File: config.mk
export PLATFORM = sky130hd
export DESIGN_NAME = flash_ws_top
export DESIGN_NICKNAME = d
export VERILOG_FILES = /design/src/rtl/flash_ws_pkg.sv /design/src/rtl/flash_ws_ctrl.sv /design/src/rtl/flash_ws_dp.sv /design/src/rtl/flash_ws_top.sv
export SDC_FILE = /design/constraint.sdc
export NUM_CORES = 1
export LEC_CHECK = 0
export ABC_AREA = 1
export BUFFER_PORTS_ARGS = -buffer_cell sky130_fd_sc_hd__buf_2
export CAP_MARGIN = 20
export CORE_AREA = 2 2 73 75
export CTS_BUF_LIST = sky130_fd_sc_hd__clkbuf_4 sky130_fd_sc_hd__clkbuf_8
export DETAILED_ROUTE_END_ITERATION = 10
export DIE_AREA = 0 0 75 77
export PLACE_DENSITY = 0.82
export SLEW_MARGIN = 30
export SYNTH_ARGS = -nofsm -noshare
export SYNTH_HDL_FRONTEND = slang
export SYNTH_SLANG_ARGS = --single-unit
File: constraint.sdc
create_clock -name clk -period 3.68 [get_ports clk]
set_input_delay 0.92 -clock clk [delete_from_list [all_inputs] [get_ports clk]]
set_output_delay 0.92 -clock clk [all_outputs]
set_load 0.02 [all_outputs]
File: src/rtl/flash_ws_pkg.sv
package flash_ws_pkg;

  localparam int CFG_W     = 32;
  localparam int PRFT_BIT  = 8;
  localparam int ICEN_BIT  = 9;
  localparam int DCEN_BIT  = 10;
  localparam int ICRST_BIT = 11;
  localparam int DCRST_BIT = 12;

  typedef struct packed {
    logic acceptRd;   // fetch accepted this edge
    logic countDown;  // decrement wait counter
    logic wrLane0;    // write bits 7:0
    logic wrLane1;    // write bits 15:8
    logic icRstOk;    // legal instruction-cache flush
    logic dcRstOk;    // legal data-cache flush
  } ws_strobe_t;

  typedef enum logic {ST_IDLE, ST_WAIT} ws_state_t;

endpackage

File: src/rtl/flash_ws_ctrl.sv
module flash_ws_ctrl
  import flash_ws_pkg::*;
#(
  parameter int REG_ADDR_W = 4
) (
  input  logic                  clk,
  input  logic                  rst_n,
  input  logic                  fetchValid,
  input  logic                  cntZero,
  input  logic                  cfgWrEn,
  input  logic [REG_ADDR_W-1:0] cfgAddr,
  input  logic [1:0]            cfgLaneEn,
  input  logic                  icRstReq,
  input  logic                  dcRstReq,
  input  logic                  icEnNow,
  input  logic                  dcEnNow,
  output ws_strobe_t            strb,
  output logic                  fetchReady,
  output logic                  rspValid,
  output logic                  busy
);

  ws_state_t state, stateNext;
  logic regSel;
  logic lastCyc;

  assign busy    = (state == ST_WAIT);
  assign regSel  = (cfgAddr == '0);
  assign lastCyc = busy && cntZero;

  always_comb begin
    fetchReady     = !busy || lastCyc;
    rspValid       = lastCyc;
    strb.acceptRd  = fetchValid && fetchReady;
    strb.countDown = busy && !cntZero;
    strb.wrLane0   = cfgWrEn && regSel && cfgLaneEn[0];
    strb.wrLane1   = cfgWrEn && regSel && cfgLaneEn[1];
    strb.icRstOk   = strb.wrLane1 && icRstReq && !icEnNow;
    strb.dcRstOk   = strb.wrLane1 && dcRstReq && !dcEnNow;
  end

  always_comb begin
    stateNext = state;
    unique case (state)
      ST_IDLE: if (strb.acceptRd) stateNext = ST_WAIT;
      ST_WAIT: if (lastCyc && !strb.acceptRd) stateNext = ST_IDLE;
      default: stateNext = ST_IDLE;
    endcase
  end

  always_ff @(posedge clk) begin
    if (!rst_n) state <= ST_IDLE;
    else        state <= stateNext;
  end

endmodule

File: src/rtl/flash_ws_dp.sv
module flash_ws_dp
  import flash_ws_pkg::*;
#(
  parameter int ADDR_W = 20,
  parameter int LAT_W  = 3
) (
  input  logic              clk,
  input  logic              rst_n,
  input  ws_strobe_t        strb,
  input  logic [LAT_W-1:0]  wrLat,
  input  logic [2:0]        wrEnables,
  input  logic [ADDR_W-1:0] fetchAddr,
  input  logic [CFG_W-1:0]  flashRdData,
  input  logic              rspValid,
  output logic              cntZero,
  output logic              prefetchEn,
  output logic              icacheEn,
  output logic              dcacheEn,
  output logic              icacheRst,
  output logic              dcacheRst,
  output logic [CFG_W-1:0]  cfgImage,
  output logic [ADDR_W-1:0] flashAddr,
  output logic [CFG_W-1:0]  rspData
);

  logic [LAT_W-1:0]  latReg;
  logic [LAT_W-1:0]  waitCnt;
  logic [ADDR_W-1:0] addrReg;

  // control word fields
  always_ff @(posedge clk) begin
    if (!rst_n) begin
      latReg     <= '0;
      prefetchEn <= 1'b0;
      icacheEn   <= 1'b0;
      dcacheEn   <= 1'b0;
      icacheRst  <= 1'b0;
      dcacheRst  <= 1'b0;
    end else begin
      if (strb.wrLane0) latReg <= wrLat;
      if (strb.wrLane1) {dcacheEn, icacheEn, prefetchEn} <= wrEnables;
      icacheRst <= strb.icRstOk;
      dcacheRst <= strb.dcRstOk;
    end
  end

  // wait-state counter, latency captured at acceptance only
  always_ff @(posedge clk) begin
    if (!rst_n) begin
      waitCnt <= '0;
      addrReg <= '0;
    end else if (strb.acceptRd) begin
      waitCnt <= latReg;
      addrReg <= fetchAddr;
    end else if (strb.countDown) begin
      waitCnt <= waitCnt - 1'b1;
    end
  end

  assign cntZero   = (waitCnt == '0);
  assign flashAddr = addrReg;
  assign rspData   = rspValid ? flashRdData : '0;

  always_comb begin
    cfgImage              = '0;
    cfgImage[LAT_W-1:0]   = latReg;
    cfgImage[PRFT_BIT]    = prefetchEn;
    cfgImage[ICEN_BIT]    = icacheEn;
    cfgImage[DCEN_BIT]    = dcacheEn;
  end

endmodule

File: src/rtl/flash_ws_top.sv
module flash_ws_top
  import flash_ws_pkg::*;
#(
  parameter int ADDR_W     = 20,
  parameter int LAT_W      = 3,
  parameter int REG_ADDR_W = 4
) (
  input  logic                  clk,
  input  logic                  rst_n,
  input  logic                  cfgWrEn,
  input  logic [REG_ADDR_W-1:0] cfgAddr,
  input  logic [3:0]            cfgByteEn,
  input  logic [31:0]           cfgWrData,
  output logic [31:0]           cfgRdData,
  input  logic                  fetchValid,
  input  logic [ADDR_W-1:0]     fetchAddr,
  output logic                  fetchReady,
  output logic                  rspValid,
  output logic [31:0]           rspData,
  output logic                  flashRd,
  output logic [ADDR_W-1:0]     flashAddr,
  input  logic [31:0]           flashRdData,
  output logic                  prefetchEn,
  output logic                  icacheEn,
  output logic                  dcacheEn,
  output logic                  icacheRst,
  output logic                  dcacheRst
);

  ws_strobe_t       strb;
  logic             cntZero;
  logic [CFG_W-1:0] cfgImage;

  flash_ws_ctrl #(.REG_ADDR_W(REG_ADDR_W)) u_ctrl (
    .clk        (clk),
    .rst_n      (rst_n),
    .fetchValid (fetchValid),
    .cntZero    (cntZero),
    .cfgWrEn    (cfgWrEn),
    .cfgAddr    (cfgAddr),
    .cfgLaneEn  (cfgByteEn[1:0]),
    .icRstReq   (cfgWrData[ICRST_BIT]),
    .dcRstReq   (cfgWrData[DCRST_BIT]),
    .icEnNow    (icacheEn),
    .dcEnNow    (dcacheEn),
    .strb       (strb),
    .fetchReady (fetchReady),
    .rspValid   (rspValid),
    .busy       (flashRd)
  );

  flash_ws_dp #(.ADDR_W(ADDR_W), .LAT_W(LAT_W)) u_dp (
    .clk         (clk),
    .rst_n       (rst_n),
    .strb        (strb),
    .wrLat       (cfgWrData[LAT_W-1:0]),
    .wrEnables   (cfgWrData[DCEN_BIT:PRFT_BIT]),
    .fetchAddr   (fetchAddr),
    .flashRdData (flashRdData),
    .rspValid    (rspValid),
    .cntZero     (cntZero),
    .prefetchEn  (prefetchEn),
    .icacheEn    (icacheEn),
    .dcacheEn    (dcacheEn),
    .icacheRst   (icacheRst),
    .dcacheRst   (dcacheRst),
    .cfgImage    (cfgImage),
    .flashAddr   (flashAddr),
    .rspData     (rspData)
  );

  assign cfgRdData = (cfgAddr == '0) ? cfgImage : '0;

endmodule

==> flow_summary.ini <==
[status]
status = finished clean

[yosys]
avgSynthCellArea_sq_um = 6.503
ys_seq_area_share_pct = 36.08
ys_ff_latch = 32
syn_area_sq_um = 1775
yosys.area.top_type = dfxtp_1
synth_area_leaders = dfxtp_1 36%, nor2_1 20%, buf_4 11%
ys_types = 20
yosysTopAreaCellShare_pct = 36.08
synthCells = 273
yosysWarnings = 0

[worst_setup_path]
cp_common_cell = ha_1
slowest_delay_ns = 0.33
worstSetupEndpointType = output port
cpLargestDelayFamily = buffers and inverters
regToRegSetupSlack_ns = 1.90
path_max_fanout = 21
cp_slowest_cell = dfxtp_1
crit_buf_inv = 3
critPathLaunchType = flop
critical_path.cell_chain = inv_1, ha_1, ha_1, nand2_1, buf_4, nor2_1, buf_2
critPathArrivalTime_ns = 1.97
required_ns = 2.76
crit_type = reg2out

[cts]
cts_root_buf = clkbuf_8
clk_pin_slew_ns = 0.07
insertion_delay_ns = 0.27
holdBufCountCts = 0
cts_buffers = 5
ctsResizeCount = 0
postCtsSetupRepairBufs = 0
cts_tree = done
cts_sinks = 32
cts_buffer_depth = 2
cts-htree-levels = 2

[routing]
dr.pass1.iters = 4
drt.antenna.violating_nets = 0
routed-via-count = 1986
post_drt_wl_per_cell_um = 10.07
viasPerCell = 4.172
drc_errors = 0
wl_um = 4792
drt_iter0_drc = 30

[cells_and_area]
antennaDiodeCount = 0
multiInputGateArea_sq_um = 767.0
area_growth_pct = 40.38
regArea_sq_um = 640.6
fill_cells = 514
stdcell_count = 476
nets = 503
layout-drive-gt1-share_pct = 38.18

[pwr]
p_comb_share_pct = 21.8
p_leak_nw = 1.597
vdd_drop_max_v = 0.0002362
powerDensity_nw_per_um2 = 378.0
power_frac_seq_pct = 39.7
p_int_w = 0.0006730
p_switching_w = 0.0002692
total_power_w = 0.0009422
pwr-share-clk_pct = 38.5
sw_frac_of_total_pct = 28.57

[global_route]
grtUsageTotal_pct = 16.11
grt_pass1_wl_um = 7472
grt_pass1_vias = 1908
antenna_found_initial = 0
grt_max_degree = 33
overflow = 0

[timing]
drv_slew = 0
fmax_ghz = 0.3460
relSlewSlack_pct = 65.96
period_share_pct = 78.55
worst_slew_pin_slew_ns = 0.5106
setup_viol = 0
fin_skew_ns = 0.004122
fin_crit_ns = 2.891
rsz0062_at_grt = false
fin_setup_tns_ns = 0
hold_viol = 0

[floorplan]
ios = 188
die_w_um = 75
dieArea_sq_um = 5775
core_area_sq_um = 4977
die_h_um = 77
rows = 26
start_util_pct = 35.67

[placement]
port-buffer-count = 135
dp_cells = 468
dpl.hpwl_um = 3850
gp_congestion = 0.7269

[worst_hold_path]
hold_path_class = reg2reg

[run]
drv_cap = 0
## power by group through the flow
stage	Clock [W]	Combinational (W)	Sequential (W)
after floorplan	0	0.000130	0.000403
after global placement	0	0.000203	0.000380
after detailed placement	0	0.000206	0.000381
after CTS	0.000373	0.000207	0.000374
after global routing	0.000391	0.000228	0.000376
final	0.000363	0.000205	0.000374
## state kept, by name, summed over array words and instances (netlist names)
| signal | cells |
|---|---|
| u_dp.icacheRst | 1 |
| u_dp.prefetchEn | 1 |
| u_dp.dcacheRst | 1 |
| u_dp.latReg | 3 |
| u_dp.dcacheEn | 1 |
| u_dp.icacheEn | 1 |
| u_dp.waitCnt | 3 |
| u_ctrl.busy | 1 |
| u_dp.flashAddr | 20 |
## final timing paths
check,end,start,depth (start not counted)
worst max-delay path,rspData[3],u_dp.waitCnt[0]$_SDFFE_PN0P_,7
worst max register to register,u_dp.flashAddr[8]$_SDFFE_PN0P_,u_dp.waitCnt[0]$_SDFFE_PN0P_,8
worst min register to register,u_dp.flashAddr[19]$_SDFFE_PN0P_,u_dp.flashAddr[19]$_SDFFE_PN0P_,2
worst min-delay path,u_dp.flashAddr[19]$_SDFFE_PN0P_,u_dp.flashAddr[19]$_SDFFE_PN0P_,2
## worst register-to-register path, delay by kind of cell (launching register included)
family	cells	cell delay, ns
flops	1	0.31
fa+ha+maj	2	0.37
buf+inv	2	0.33
simple gates	4	0.66
## kinds of logic after synthesis
logic type	share of synthesized area, %
flip-flops	36.08
other	0.2112
buffers and inverters	26.00
AND/OR/NAND/NOR	30.66
adder cells (fa/ha/maj)	1.409
AO/OA/AOI/OAI	5.637
## cell type report
cell class,instances,share of cell area (%)
multi-input cells,180,30.77
flip-flops and latches,32,25.70
clock inverters,1,1.205
well taps,70,3.514
repair buffers,136,27.41
clock buffers,7,3.865
inverters,50,7.530
## routing by layer
| layer | track usage (%) | share of wire [%] |
|---|---|---|
| met3 | 6.045 | 12 |
| met1 | 16.05 | 37 |
| met5 | 0 | 0 |
| met2 | 29.39 | 49 |
| met4 | 5.714 | 0.79 |
## placed cells by master, fill, tap and decap left out, drive strengths merged
master  instances
nand3           8
nor2           98
inv            50
conb           26
o21ai          20
clkbuf          7
nand4           2
buf           136
nand2          22
dfxtp          32
bufinv          1
or2             2
ha              2
## cells in the mapped netlist
master    number
ha_1           2
buf_6          5
inv_2          3
o21ai_1        7
nand4_1        1
or2_2          2
nand2_1       21
clkbuf_1       2
o21ai_0       13
buf_4         26
nor2_4         2
nor2_2         2
dfxtp_1       32
nand4_2        1
buf_2          3
inv_1         47
conb_1         1
nor2_1        94
nand2_2        1
nand3_1        8
## stage by stage
| step | util, % | hold WS, ns | worst slack [ns] | instance area [sq um] |
|---|---|---|---|---|
| 5_1_grt | 50.08 | 0.5344 | 0.6165 | 2492 |
| 3_3_place_gp | 47.54 | 0.4731 | 1.100 | 2366 |
| 4_1_cts | 50.08 | 0.5031 | 0.7535 | 2492 |
| 3_5_place_dp | 47.54 | 0.4835 | 1.045 | 2366 |
| 6_report | 50.08 | 0.4999 | 0.7894 | 2492 |
| 2_1_floorplan | - | 0.5065 | 1.273 | 1869 |
Note: power is estimated with default switching activity, not from simulation.
